File: src/rtl/aes_cf_pkg.sv
package aes_cf_pkg;

  localparam int BYTE_W = 8;
  localparam int NIB_W  = 4;

  typedef logic [NIB_W-1:0]  nib_t;
  typedef logic [BYTE_W-1:0] byte_t;

  // GF(2^4) product, modulus x^4 + x + 1
  function automatic nib_t gf4_mul(input nib_t a, input nib_t b);
    nib_t acc;
    nib_t sh;
    acc = '0;
    sh  = a;
    for (int i = 0; i < NIB_W; i++) begin
      if (b[i]) acc = acc ^ sh;
      sh = {sh[2:0], 1'b0} ^ (sh[3] ? 4'h3 : 4'h0);
    end
    return acc;
  endfunction

  function automatic nib_t gf4_sq(input nib_t a);
    return gf4_mul(a, a);
  endfunction

  // a^14 = a^-1 in GF(16); zero stays zero
  function automatic nib_t gf4_inv(input nib_t a);
    nib_t a2, a4, a8;
    a2 = gf4_sq(a);
    a4 = gf4_sq(a2);
    a8 = gf4_sq(a4);
    return gf4_mul(gf4_mul(a8, a4), a2);
  endfunction

  // smallest constant making y^2 + y + c irreducible over GF(16)
  function automatic nib_t pick_lambda();
    for (int c = 1; c < 16; c++) begin
      bit has_root;
      has_root = 1'b0;
      for (int t = 0; t < 16; t++)
        if ((gf4_sq(nib_t'(t)) ^ nib_t'(t)) == nib_t'(c)) has_root = 1'b1;
      if (!has_root) return nib_t'(c);
    end
    return '0;
  endfunction

  localparam nib_t CF_LAMBDA = pick_lambda();

  // tower product, element = hi*y + lo, y^2 = y + lambda
  function automatic byte_t cf_mul(input byte_t a, input byte_t b);
    nib_t hh, hi, lo;
    hh = gf4_mul(a[7:4], b[7:4]);
    hi = hh ^ gf4_mul(a[7:4], b[3:0]) ^ gf4_mul(a[3:0], b[7:4]);
    lo = gf4_mul(hh, CF_LAMBDA) ^ gf4_mul(a[3:0], b[3:0]);
    return {hi, lo};
  endfunction

  function automatic byte_t cf_pow(input byte_t g, input int e);
    byte_t r;
    r = 8'h01;
    for (int i = 0; i < e; i++) r = cf_mul(r, g);
    return r;
  endfunction

  // tower element that is a root of the AES modulus
  function automatic byte_t find_root();
    for (int g = 2; g < 256; g++) begin
      byte_t gb;
      gb = byte_t'(g);
      if ((cf_pow(gb, 8) ^ cf_pow(gb, 4) ^ cf_pow(gb, 3) ^ gb ^ 8'h01) == 8'h00)
        return gb;
    end
    return '0;
  endfunction

  localparam byte_t CF_ROOT = find_root();

  function automatic logic [63:0] enter_cols();
    logic [63:0] c;
    for (int i = 0; i < BYTE_W; i++) c[i*8 +: 8] = cf_pow(CF_ROOT, i);
    return c;
  endfunction

  localparam logic [63:0] ENTER_COLS = enter_cols();

  function automatic byte_t enter_map(input byte_t x);
    byte_t acc;
    acc = '0;
    for (int i = 0; i < BYTE_W; i++) if (x[i]) acc = acc ^ ENTER_COLS[i*8 +: 8];
    return acc;
  endfunction

  function automatic byte_t affine_lin(input byte_t a);
    byte_t b;
    for (int i = 0; i < BYTE_W; i++)
      b[i] = a[i] ^ a[(i+4)%8] ^ a[(i+5)%8] ^ a[(i+6)%8] ^ a[(i+7)%8];
    return b;
  endfunction

  // column j: affine of the standard element whose image is unit vector j
  function automatic logic [63:0] leave_cols();
    logic [63:0] c;
    c = '0;
    for (int j = 0; j < BYTE_W; j++)
      for (int x = 0; x < 256; x++)
        if (enter_map(byte_t'(x)) == byte_t'(1 << j)) c[j*8 +: 8] = affine_lin(byte_t'(x));
    return c;
  endfunction

  localparam logic [63:0] LEAVE_COLS = leave_cols();
  localparam byte_t AFFINE_OFS = 8'h63;

endpackage

File: src/rtl/cf_lin_map.sv
module cf_lin_map
  import aes_cf_pkg::*;
#(
  parameter logic [63:0] COLS   = 64'h0,
  parameter byte_t       OFFSET = 8'h00
) (
  input  byte_t din,
  output byte_t dout
);
  always_comb begin
    dout = OFFSET;
    for (int i = 0; i < BYTE_W; i++)
      if (din[i]) dout = dout ^ COLS[i*8 +: 8];
  end
endmodule

File: src/rtl/cf_norm.sv
module cf_norm
  import aes_cf_pkg::*;
(
  input  nib_t hi,
  input  nib_t lo,
  output nib_t norm
);
  // hi^2*lambda + hi*lo + lo^2
  assign norm = gf4_mul(gf4_sq(hi), CF_LAMBDA) ^ gf4_mul(hi, lo) ^ gf4_sq(lo);
endmodule

File: src/rtl/cf_nib_inv.sv
module cf_nib_inv
  import aes_cf_pkg::*;
(
  input  nib_t a,
  output nib_t a_inv
);
  assign a_inv = gf4_inv(a);
endmodule

File: src/rtl/cf_scale.sv
module cf_scale
  import aes_cf_pkg::*;
(
  input  nib_t hi,
  input  nib_t lo,
  input  nib_t ninv,
  output nib_t inv_hi,
  output nib_t inv_lo
);
  assign inv_hi = gf4_mul(hi, ninv);
  assign inv_lo = gf4_mul(hi ^ lo, ninv);
endmodule

File: src/rtl/aes_cf_sbox.sv
module aes_cf_sbox
  import aes_cf_pkg::*;
(
  input  logic       clk,
  input  logic       rst_n,
  input  logic       arg_vld,
  input  logic [7:0] arg_byte,
  output logic       res_vld,
  output logic [7:0] res_byte
);
  localparam int DEPTH = 5;
  localparam int CNT_W = $clog2(DEPTH + 1);

  // stage wires
  byte_t mapped_w;
  nib_t  norm_w, ninv_w, ih_w, il_w;
  byte_t leave_w;

  // stage registers
  logic s1_vld, s2_vld, s3_vld, s4_vld;
  nib_t s1_hi, s1_lo;
  nib_t s2_hi, s2_lo, s2_norm;
  nib_t s3_hi, s3_lo, s3_ninv;
  nib_t s4_ih, s4_il;

  cf_lin_map #(.COLS(ENTER_COLS), .OFFSET(8'h00)) u_enter (
    .din (arg_byte),
    .dout(mapped_w)
  );

  cf_norm u_norm (.hi(s1_hi), .lo(s1_lo), .norm(norm_w));

  cf_nib_inv u_ninv (.a(s2_norm), .a_inv(ninv_w));

  cf_scale u_scale (
    .hi    (s3_hi),
    .lo    (s3_lo),
    .ninv  (s3_ninv),
    .inv_hi(ih_w),
    .inv_lo(il_w)
  );

  cf_lin_map #(.COLS(LEAVE_COLS), .OFFSET(AFFINE_OFS)) u_leave (
    .din ({s4_ih, s4_il}),
    .dout(leave_w)
  );

  // valid chain
  always_ff @(posedge clk or negedge rst_n) begin
    if (!rst_n) begin
      s1_vld  <= 1'b0;
      s2_vld  <= 1'b0;
      s3_vld  <= 1'b0;
      s4_vld  <= 1'b0;
      res_vld <= 1'b0;
    end else begin
      s1_vld  <= arg_vld;
      s2_vld  <= s1_vld;
      s3_vld  <= s2_vld;
      s4_vld  <= s3_vld;
      res_vld <= s4_vld;
    end
  end

  // data chain, no reset needed
  always_ff @(posedge clk) begin
    s1_hi    <= mapped_w[7:4];
    s1_lo    <= mapped_w[3:0];
    s2_hi    <= s1_hi;
    s2_lo    <= s1_lo;
    s2_norm  <= norm_w;
    s3_hi    <= s2_hi;
    s3_lo    <= s2_lo;
    s3_ninv  <= ninv_w;
    s4_ih    <= ih_w;
    s4_il    <= il_w;
    res_byte <= leave_w;
  end

  // checking support: edges seen since reset, saturating
  logic [CNT_W-1:0] warm_cnt;
  logic             warm;
  always_ff @(posedge clk or negedge rst_n) begin
    if (!rst_n)                       warm_cnt <= '0;
    else if (warm_cnt != CNT_W'(DEPTH)) warm_cnt <= warm_cnt + 1'b1;
  end
  assign warm = (warm_cnt == CNT_W'(DEPTH));

  AST_VALID_DELAY: assert property (@(posedge clk) disable iff (!rst_n)
    warm |-> (res_vld == $past(arg_vld, 5)));

  AST_ZERO_TO_63: assert property (@(posedge clk) disable iff (!rst_n)
    (warm && res_vld && $past(arg_byte, 5) == 8'h00) |-> (res_byte == 8'h63));

  AST_NORM_NONZERO: assert property (@(posedge clk) disable iff (!rst_n)
    (s1_vld && {s1_hi, s1_lo} != 8'h00) |-> (norm_w != 4'h0));

  AST_NIB_INVERSE: assert property (@(posedge clk) disable iff (!rst_n)
    (s2_vld && s2_norm != 4'h0) |-> (gf4_mul(s2_norm, ninv_w) == 4'h1));

  AST_BUBBLE_KEPT: assert property (@(posedge clk) disable iff (!rst_n)
    !s4_vld |=> !res_vld);

endmodule

File: config.mk
export PLATFORM = sky130hd
export DESIGN_NAME = aes_cf_sbox
export DESIGN_NICKNAME = d
export VERILOG_FILES = /design/src/rtl/aes_cf_pkg.sv /design/src/rtl/cf_lin_map.sv /design/src/rtl/cf_norm.sv /design/src/rtl/cf_nib_inv.sv /design/src/rtl/cf_scale.sv /design/src/rtl/aes_cf_sbox.sv
export SDC_FILE = /design/constraint.sdc
export NUM_CORES = 1
export LEC_CHECK = 0
export BUFFER_PORTS_ARGS = -buffer_cell sky130_fd_sc_hd__buf_2
export CAP_MARGIN = 25
export CORE_UTILIZATION = 45
export DETAILED_ROUTE_END_ITERATION = 8
export PLACE_DENSITY = 0.74
export SLEW_MARGIN = 30
export SYNTH_ARGS = -nofsm -noshare
export SYNTH_HDL_FRONTEND = slang
export SYNTH_HIERARCHICAL = 1
export SYNTH_SLANG_ARGS = --single-unit
File: constraint.sdc
create_clock -name clk -period 11.3 [get_ports clk]
set_clock_uncertainty 0.1 [all_clocks]
set_input_delay 2.26 -clock clk [delete_from_list [all_inputs] [get_ports clk]]
set_output_delay 2.26 -clock clk [all_outputs]
set_load 0.1 [all_outputs]
==> Word-level counts from Yosys, hierarchy flattened <==
Index checks and enable logic that the tools add are counted.
{ "word_totals": {"wordCells": 179, "inputBits": 11, "output_inout_bits": 9, "regBits": 53} }
{ "op_classes": {"bitwise": 77, "muxes": 86} }
{ "op_table": {"columns": ["operator", "n"], "rows": [
  ["$xor 4x4->4", 63],
  ["$mux 4", 40],
  ["$mux 2", 30],
  ["$mux 7", 5],
  ["$mux 8", 4],
  ["$mux 6", 5],
  ["$not 5->5", 3],
  ["$not 4->4", 3],
  ["$not 3->3", 3],
  ["$mux 5", 1],
  ["$not 4->5", 1],
  ["$not 3->4", 1],
  ["$not 2->3", 1],
  ["$not 2->2", 1],
  ["$mux 1", 1],
  ["$not 1->1 const A", 1]
]} }

==> Longest topological paths before layout <==
Gate-level depths: netlist (run 1).
{ "logic_depth": {"word_depth": 40, "mapped_depth": 17, "ltp_nobuf": 14} }

==> By module <==
The synthesis (run 1) kept the hierarchy.
{ "by_module_without_submodules": {"columns": ["mod", "cells_per_inst", "area_per_inst_um2", "n_inst"], "rows": [
  ["aes_cf_sbox", 53, 1086.0, 1],
  ["cf_nib_inv", 131, 937.1, 1],
  ["cf_scale", 80, 536.8, 1],
  ["cf_norm", 64, 514.2, 1],
  ["cf_lin_map (u_leave)", 15, 175.2, 1],
  ["cf_lin_map (u_enter)", 12, 127.6, 1]
]} }

==> Worst setup path before layout (run 1) <==
Ideal clock, no wire load.
{ "synth_timing": {"path_type": "register to register", "from": "register s2_norm[0]", "to": "register s3_ninv[1]", "synth_period_minus_slack_ns": 3.613, "required_ns": 11.128, "stages_incl_launch_ff": 17, "slack_ns": 7.687, "arrival_ns": 3.441, "cell_sequence": "dfxtp_1 ha_1 buf_6 nand2_1 xnor2_1 inv_2 buf_2 ha_1 inv_1 o31a_1 a211oi_1 a2111oi_0 a211o_1 o31a_1 o31ai_1 o22ai_1 xnor2_1"} }
{ "synth_between": {"elab_chain_len": 37, "elab_cells_between_ends": 62} }
{ "synth_lines": {"columns": ["element", "line", "text"], "rows": [
  ["start, declared", "aes_cf_sbox.sv:22", "nib_t s2_hi, s2_lo, s2_norm;"],
  ["start signal, assigned", "aes_cf_sbox.sv:71", "s2_norm <= norm_w;"],
  ["$mux 4", "aes_cf_pkg.sv:16", "if (b[i]) acc = acc ^ sh;"],
  ["$xor 4x4->4", "aes_cf_pkg.sv:16", null],
  ["$mux 4", "aes_cf_pkg.sv:16", null],
  ["$xor 4x4->4", "aes_cf_pkg.sv:16", null],
  ["$mux 4", "aes_cf_pkg.sv:16", null],
  ["$xor 4x4->4", "aes_cf_pkg.sv:16", null],
  ["$mux 4 (*)", "aes_cf_pkg.sv:16", null],
  ["$mux 2", "aes_cf_pkg.sv:17", "sh = {sh[2:0], 1'b0} ^ (sh[3] ? 4'h3 : 4'h0);"],
  ["[22 not listed]", null, null],
  ["$mux 4 or $xor 4x4->4 (tied branches)", "aes_cf_pkg.sv:16, aes_cf_pkg.sv:17", null],
  ["$xor 4x4->4", "aes_cf_pkg.sv:16", null],
  ["$mux 4", "aes_cf_pkg.sv:16", null],
  ["$xor 4x4->4", "aes_cf_pkg.sv:16", null],
  ["$mux 4", "aes_cf_pkg.sv:16", null],
  ["$xor 4x4->4", "aes_cf_pkg.sv:16", null],
  ["$mux 4 (*)", "aes_cf_pkg.sv:16", null],
  ["net ninv_w[1]", "aes_cf_sbox.sv:16", "nib_t norm_w, ninv_w, ih_w, il_w;"],
  ["end signal, assigned", "aes_cf_sbox.sv:74", "s3_ninv <= ninv_w;"],
  ["end, declared", "aes_cf_sbox.sv:23", "nib_t s3_hi, s3_lo, s3_ninv;"]
]} }
Mark *: on every way through the listed nets, which the timed path passes. The rest lies on a longest branch.

==> Worst setup path in the final report (run 1) <==
{ "layout_timing": {"from": "register s2_norm[3]", "to": "register s3_ninv[2]"} }
{ "layout_between": {"elab_chain_len": 37, "elab_cells_between_ends": 62} }
{ "layout_lines": {"columns": ["element", "line"], "rows": [
  ["$mux 2 or $mux 4 (tied branches)", "aes_cf_pkg.sv:17, aes_cf_pkg.sv:16"],
  ["$xor 4x4->4 (on tied branches)", "aes_cf_pkg.sv:17, aes_cf_pkg.sv:16"],
  ["$xor 4x4->4 or $mux 4 (tied branches)", "aes_cf_pkg.sv:16"],
  ["$mux 4 or $xor 4x4->4 (tied branches)", "aes_cf_pkg.sv:16"],
  ["$xor 4x4->4 or $mux 4 (tied branches)", "aes_cf_pkg.sv:16"],
  ["$mux 4 or $xor 4x4->4 (tied branches)", "aes_cf_pkg.sv:16"],
  ["$xor 4x4->4 or $mux 4 (tied branches)", "aes_cf_pkg.sv:16"],
  ["$mux 4 (*)", "aes_cf_pkg.sv:16"],
  ["[22 not listed]", null],
  ["$mux 4 or $xor 4x4->4 (tied branches)", "aes_cf_pkg.sv:16, aes_cf_pkg.sv:17"],
  ["$xor 4x4->4", "aes_cf_pkg.sv:16"],
  ["$mux 4", "aes_cf_pkg.sv:16"],
  ["$xor 4x4->4", "aes_cf_pkg.sv:16"],
  ["$mux 4", "aes_cf_pkg.sv:16"],
  ["$xor 4x4->4", "aes_cf_pkg.sv:16"],
  ["$mux 4 (*)", "aes_cf_pkg.sv:16"],
  ["net ninv_w[2]", "aes_cf_sbox.sv:16"]
]} }
Marks and branches as above.

==> flow_summary.ini, run 1 <==
[timing]
layout_worst_path_cycle_share_pct = 38.7
worst-slew-pin-transition_ns = 0.792
max-slew-margin-rel_pct = 45.8
final.setup.tns_ns = 0
fmax_ghz = 0.228
period_minus_ws_final_ns = 4.38
timing.final.hold_violations = 0
maxSlewViolCount = 0
timing.final.setup_violations = 0
grt_setup_unrepaired = no

[detailed_routing]
route.detailed.drc = 0
vias = 2319
routed_wire_length_on_met3_um = 215
highest-signal-layer = met4
detail_route.wirelength.met1_um = 2280
viasPerCell = 5.02
antenna_violating_nets_left = 0
dr.pass1.iters = 4
avgRoutedWirePerCell_um = 11.4
drt_first_iter_violations = 142
routed_wirelength_um = 5280
met2_routed_wl_um = 2680

[clock_network]
cts.repair.resized = 0
worstSkewPairLatency_ns = 0.32
tritoncts = done
post_cts_hold_buffer_count = 0
cts_inserted_buffers = 5
post_cts_buffers = 0
htreeDepth = 2
cts.root.buffer_cell = sky130_fd_sc_hd__clkbuf_8
max-clock-path-buffers = 2
cts.sinks = 53
clk_pin_slew_ns = 0.10

[critical_path]
endpoint_kind = flop
critPathMaxStageDelay_ns = 0.71
critical_path.startpoint_type = flop
regToRegSetupSlack_ns = 6.92
worst-path-max-fanout = 13
timing.critical_path.cells = ha_1, nand2_1, xnor2_1, inv_2, ha_1, inv_1, o31a_1, a211oi_1, a2111oi_0, a211o_1, o31a_1, nor2_1, o221ai_2, xor2_1
rr_endpoint = s3_ninv[2]
cp.arrival_ns = 4.53
timing.rr.start = s2_norm[3]
cp_num_buf_inv = 2
reg2reg_depth = 14
library_cell_contributing_the_largest_single_delay_on_the_critical_path = sky130_fd_sc_hd__a2111oi_0
worst_setup_path_category = reg -> reg
largest_delay_share_family_worst_path = compound AO/OA/AOI/OAI gates
crit_required_ns = 11.45

[die]
floorplan.die_area_um2 = 7860
initial_utilization_pct = 46.6
site_row_count = 31
die-height_um = 88.6
io-pin-count = 20
fp.coreArea_um2 = 7250
die_x_um = 88.6

[synthesis]
synth_seq_cells = 53
number_of_enable_type_register_cells_in_the_synthesized_netlist = 0
postSynthCellCount = 355
synth.area.top_cells = sky130_fd_sc_hd__dfxtp_1 28%, sky130_fd_sc_hd__xnor2_1 16%, sky130_fd_sc_hd__xor2_1 6.0%
yosys_most_used_dff = sky130_fd_sc_hd__dfxtp_1
synth_sequential_area_ratio_pct = 32.2
synth_largest_type_area_fraction_pct = 28.5
synth_largest_area_cell = sky130_fd_sc_hd__dfxtp_1
syn_avg_cell_area_um2 = 9.51
synth.net_count = 374
yosys_warnings = 6
synth.cell_area_um2 = 3380
synth.distinct_cells = 62
synth-async-reset-ratio_pct = 9.43

[grt]
gr-usage-all-layers_pct = 14.9
grt_first_pass_wirelength_um = 9090
grt_overflow_total = 0
first_global_vias = 2118
grt_start_max_net_pins = 20
antenna_found_initial = 0

[flow_run]
max-cap-violations = 0

[final_layout]
largest-register = res_byte
num_antenna_cells = 0
final_net_count = 381
nFillCells = 667
finalNonFillerCells = 462
drive_above_1_share_pct = 13.5
largest_register_ffs = 8
area.growth.synth_to_final_pct = 5.37
stdcell_area_um2 = 3560

[place]
dp_hpwl_um = 4050
post_dp_cell_area_um2 = 3460
dp_cells = 454
io_buffers = 19
finalWeightedCongestion = 0.863

[outcome]
outcome = finished, final reports clean

[worst_hold_path]
whs_path_depth = 0
holdCritPathClass = reg -> reg
timing.hold.worst_endpoint = s3_lo[0]
worst_hold_startpoint = s2_lo[0]
worst reg2reg max path, cell delays in order, from the launching register on:
cell and delay, ns:
sky130_fd_sc_hd__dfxtp_1 0.46, sky130_fd_sc_hd__ha_1 0.52, sky130_fd_sc_hd__nand2_1 0.13, sky130_fd_sc_hd__xnor2_1 0.47
sky130_fd_sc_hd__inv_2 0.20, sky130_fd_sc_hd__ha_1 0.38, sky130_fd_sc_hd__inv_1 0.09, sky130_fd_sc_hd__o31a_1 0.23
sky130_fd_sc_hd__a211oi_1 0.11, sky130_fd_sc_hd__a2111oi_0 0.71, sky130_fd_sc_hd__a211o_1 0.29, sky130_fd_sc_hd__o31a_1 0.20
sky130_fd_sc_hd__nor2_1 0.08, sky130_fd_sc_hd__o221ai_2 0.19, sky130_fd_sc_hd__xor2_1 0.15
through the flow:
step	hold WS, ns	utilization (%)	worst slack [ns]
floorplan	0.210	-	7.69
global route	0.249	49.1	6.57
finish	0.235	49.1	6.92
detailed placement	0.212	47.7	6.98
CTS	0.237	49.1	6.95
global placement	0.211	47.7	7.27
how the worst max path moves through the flow:
| stage | from | end | slack [ns] | depth (start not counted) |
|---|---|---|---|---|
| 4_1_cts | s2_norm[3] | s3_ninv[1] | 6.95 | 14 |
| 3_5_place_dp | s2_norm[3] | s3_ninv[1] | 6.98 | 14 |
| 6_report | s2_norm[3] | s3_ninv[2] | 6.92 | 14 |
| 5_1_grt | s2_norm[3] | s3_ninv[2] | 6.57 | 14 |
| 3_3_place_gp | s2_norm[3] | s3_ninv[1] | 7.27 | 14 |
| 2_1_floorplan | s2_norm[0] | s3_ninv[1] | 7.69 | 16 |
placed cells by master (no fill, tap or decap), types with 9 or more instances in the layout:
cell                       synthesis  layout
sky130_fd_sc_hd__xnor2_1          63      63
sky130_fd_sc_hd__dfxtp_1          48      48
sky130_fd_sc_hd__nand2_1          46      46
sky130_fd_sc_hd__xor2_1           23      23
sky130_fd_sc_hd__nor2_1           22      22
sky130_fd_sc_hd__buf_2             6      19
sky130_fd_sc_hd__a21oi_1          14      14
sky130_fd_sc_hd__nand2b_1         10      10
sky130_fd_sc_hd__o21ai_0           9       9
cell usage after synthesis, drive strengths merged, types with 2 or more instances:
cell type / count
nand4: 2
o221ai: 2
nor4: 2
dfrtp: 5
xor2: 27
nand2b: 10
ha: 8
nor2: 23
nor2b: 2
a211oi: 3
a22oi: 2
dfxtp: 48
o21ai: 10
xnor2: 66
or3: 3
nand2: 46
mux2i: 8
or2b: 2
xnor3: 5
inv: 9
buf: 16
o31a: 3
o22ai: 4
nor3: 5
nand3: 4
a21oi: 16
clkbuf: 4
cells by family after synthesis:
logic type               count (synthesis)  synth area share [%]
buffers and inverters                   29                  5.22
flip-flops                              53                  32.2
AO/OA/AOI/OAI                           53                  11.5
XOR/XNOR                                99                  30.8
multiplexers                             9                  2.70
AND/OR/NAND/NOR                        104                  14.7
adder cells (fa/ha/maj)                  8                  2.96
layer usage:
metal	track usage, %	vias to the layer above
li1	-	1190
met1	16.9	1057
met2	26.8	58
met3	3.82	14
met4	5.87	0
met5	0	-
layout make-up:
class	count	area, µm²	area share (%)
multi-input combinational	273	2110	59.4
timing repair buffer	20	103	2.88
clock inverter	3	28.8	0.809
clock buffer	5	68.8	1.93
sequential	53	1090	30.5
tap	99	124	3.48
inverter	9	33.8	0.949
Power of run 1 is left out: the tool's default activity adds up to more than one toggle a clock period on the data nets, which glitch-free logic cannot reach.
==> inputs of run 2 (changes only) <==
- ABC_AREA: not set -> 1
- PLACE_DENSITY: 0.74 -> 0.76
- clock period: 11.3 -> 3.8 ns (I/O delays scaled with it)
==> flow_summary.ini, run 2 <==
[final_layout]
layout_commonest_cell = sky130_fd_sc_hd__nand2_1
layout_common_cells = 237 x sky130_fd_sc_hd__nand2_1, 76 x sky130_fd_sc_hd__inv_1, 61 x sky130_fd_sc_hd__nand3_1
drive_above_1_share_pct = 14.9
largest_register_ffs = 8
num_antenna_cells = 0
finalNonFillerCells = 721
largest-register = res_byte
final_net_count = 634
nFillCells = 836
area.growth.synth_to_final_pct = 5.79
multiInputGateArea_um2 = 2370
seqCellArea_um2 = 1090

[place]
dp_hpwl_um = 5500
dp_cells = 713
finalWeightedCongestion = 0.838
io_buffers = 19

[timing]
timing.final.hold_violations = 0
maxSlewViolCount = 0
layout_worst_path_cycle_share_pct = 89.2
final.setup.tns_ns = 0
worst-slew-pin-transition_ns = 0.484
grt_setup_unrepaired = no
timing.final.setup_violations = 0
period_minus_ws_final_ns = 3.39
max-slew-margin-rel_pct = 68.0
fmax_ghz = 0.295

[synthesis]
ys_top_cells_by_count = 237 x sky130_fd_sc_hd__nand2_1, 76 x sky130_fd_sc_hd__inv_1, 61 x sky130_fd_sc_hd__nand3_1
synth.cell_area_um2 = 3890
synth_largest_area_cell = sky130_fd_sc_hd__dfxtp_1
number_of_enable_type_register_cells_in_the_synthesized_netlist = 0
synth_seq_cells = 53
synth_largest_type_area_fraction_pct = 24.7
synth.area.top_cells = sky130_fd_sc_hd__dfxtp_1 25%, sky130_fd_sc_hd__nand2_1 23%, sky130_fd_sc_hd__nand3_1 7.8%
synthMostInstantiatedCell = sky130_fd_sc_hd__nand2_1
synth-async-reset-ratio_pct = 9.43
yosys_warnings = 6
postSynthCellCount = 602
syn_avg_cell_area_um2 = 6.46
yosys_most_used_dff = sky130_fd_sc_hd__dfxtp_1
synth.net_count = 621
synth_sequential_area_ratio_pct = 27.9
synth.distinct_cells = 32

[grt]
grt_overflow_total = 0
antenna_found_initial = 0
gr-usage-all-layers_pct = 17.3
grt_start_max_net_pins = 20
first_global_vias = 3161
grt_first_pass_wirelength_um = 12700

[critical_path]
critical_path.startpoint_type = flop
timing.critical_path.to = s3_ninv[2]
cp.arrival_ns = 3.50
regToRegSetupSlack_ns = 0.41
worst-path-max-fanout = 9
worst_setup_path_category = reg -> reg
reg2reg_depth = 23
setup.worst_path.start = s2_norm[3]
endpoint_kind = flop
rr_endpoint = s3_ninv[2]
crit_required_ns = 3.91
timing.rr.start = s2_norm[3]

[clock_network]
tritoncts = done
htreeDepth = 2
worstSkewPairLatency_ns = 0.31
cts.root.buffer_cell = sky130_fd_sc_hd__clkbuf_8
cts.sinks = 53
cts_inserted_buffers = 5
max-clock-path-buffers = 2
clk_pin_slew_ns = 0.11

[detailed_routing]
drt_first_iter_violations = 177
vias = 3416
viasPerCell = 4.74
dr.pass1.iters = 4
routed_wirelength_um = 6910
route.detailed.drc = 0
avgRoutedWirePerCell_um = 9.58
antenna_violating_nets_left = 0

[die]
site_row_count = 33
die-height_um = 95.0
fp.coreArea_um2 = 8300
die_x_um = 95.0
io-pin-count = 20
floorplan.die_area_um2 = 9020
initial_utilization_pct = 46.9

[flow_run]
max-cap-violations = 0

[outcome]
outcome = finished, final reports clean

[worst_hold_path]
holdCritPathClass = in -> async
[run 2: cell types whose count changed in the layout (fill, tap and decap cells not counted), sizes merged, moves of 4 or more]
cell    before  now
nand2b      10    0
xnor3        5    0
inv         11   90
nand3b       1    8
nor3         5    0
nand3        4   70
xnor2       66   25
nor2        23   18
mux2i        8    0
o22ai        4    0
nand2       46  268
a21oi       16    5
[run 2: kinds of logic after synthesis]
group	after synthesis	share of synthesized area [%]
XOR/XNOR	51	12.1
AO/OA/AOI/OAI	22	3.54
flip-flops	53	27.9
buffers and inverters	102	11.3
AND/OR/NAND/NOR	366	42.7
adder cells (fa/ha/maj)	8	2.57
[run 2: worst min path at each step]
| stage | endpoint | depth (start not counted) | slack [ns] |
|---|---|---|---|
| detailed placement | s3_lo[0] | 0 | 0.21 |
| finish | s1_vld | 1 | 0.14 |
| CTS | s1_vld | 1 | 0.13 |
| global placement | s3_lo[2] | 0 | 0.21 |
| floorplan | s3_hi[0] | 0 | 0.21 |
| global route | res_vld | 1 | 0.12 |
[run 2: final cells by class]
cell class / instances / share of cell area (%)
clock buffers: 5 / 1.67
clock inverters: 3 / 0.699
flip-flops and latches: 53 / 26.4
multi-input cells: 447 / 57.5
inverters: 89 / 8.21
well taps: 105 / 3.19
repair buffers: 19 / 2.31
[run 2: critical path: stages, from the launching register on]
cell,delay [ns]
sky130_fd_sc_hd__dfxtp_2,0.45
sky130_fd_sc_hd__ha_1,0.31
sky130_fd_sc_hd__inv_1,0.09
sky130_fd_sc_hd__nand2_1,0.05
sky130_fd_sc_hd__nand3_1,0.08
sky130_fd_sc_hd__nand3_1,0.15
sky130_fd_sc_hd__nand2_4,0.16
sky130_fd_sc_hd__nand2_4,0.06
sky130_fd_sc_hd__nand2_4,0.08
sky130_fd_sc_hd__inv_2,0.06
sky130_fd_sc_hd__ha_1,0.27
sky130_fd_sc_hd__nand3b_1,0.23
sky130_fd_sc_hd__nand2_2,0.12
sky130_fd_sc_hd__nand2_1,0.08
sky130_fd_sc_hd__nand3_1,0.10
sky130_fd_sc_hd__nand3_2,0.08
sky130_fd_sc_hd__nand2_1,0.10
sky130_fd_sc_hd__nand3b_1,0.14
sky130_fd_sc_hd__nand2_4,0.15
sky130_fd_sc_hd__nand3_1,0.09
sky130_fd_sc_hd__nand3_1,0.11
sky130_fd_sc_hd__nand2_1,0.07
sky130_fd_sc_hd__o21ai_1,0.08
sky130_fd_sc_hd__nand2_1,0.06
[run 2: stage by stage]
stage / worst slack, ns / cell area [µm²] / hold slack [ns] / utilization, %
finish: 0.410 / 4120 / 0.136 / 49.6
global placement: 0.473 / 4020 / 0.211 / 48.4
detailed placement: 0.308 / 4020 / 0.212 / 48.4
global route: 0.0195 / 4120 / 0.123 / 49.6
CTS: 0.291 / 4110 / 0.131 / 49.6
floorplan: 0.657 / 3890 / 0.210 / -
[run 2: timing repair]
action | in CTS | in global routing
buffers inserted | 0 | 0
setup endpoints to repair | 0 | 4
hold buffers | 0 | 0
resized for setup | 0 | 1
[run 2: per-layer routing]
metal | global-route usage, % | share of wire (%) | vias up | wire (µm)
met4 | 4.80 | 0.85 | 0 | 59
met3 | 3.06 | 3.3 | 7 | 231
met5 | 0 | 0 | - | 0
met2 | 31.2 | 49 | 62 | 3400
met1 | 20.9 | 47 | 1482 | 3220
li1 | - | - | 1865 | -
Power of run 2 is left out for the same reason.
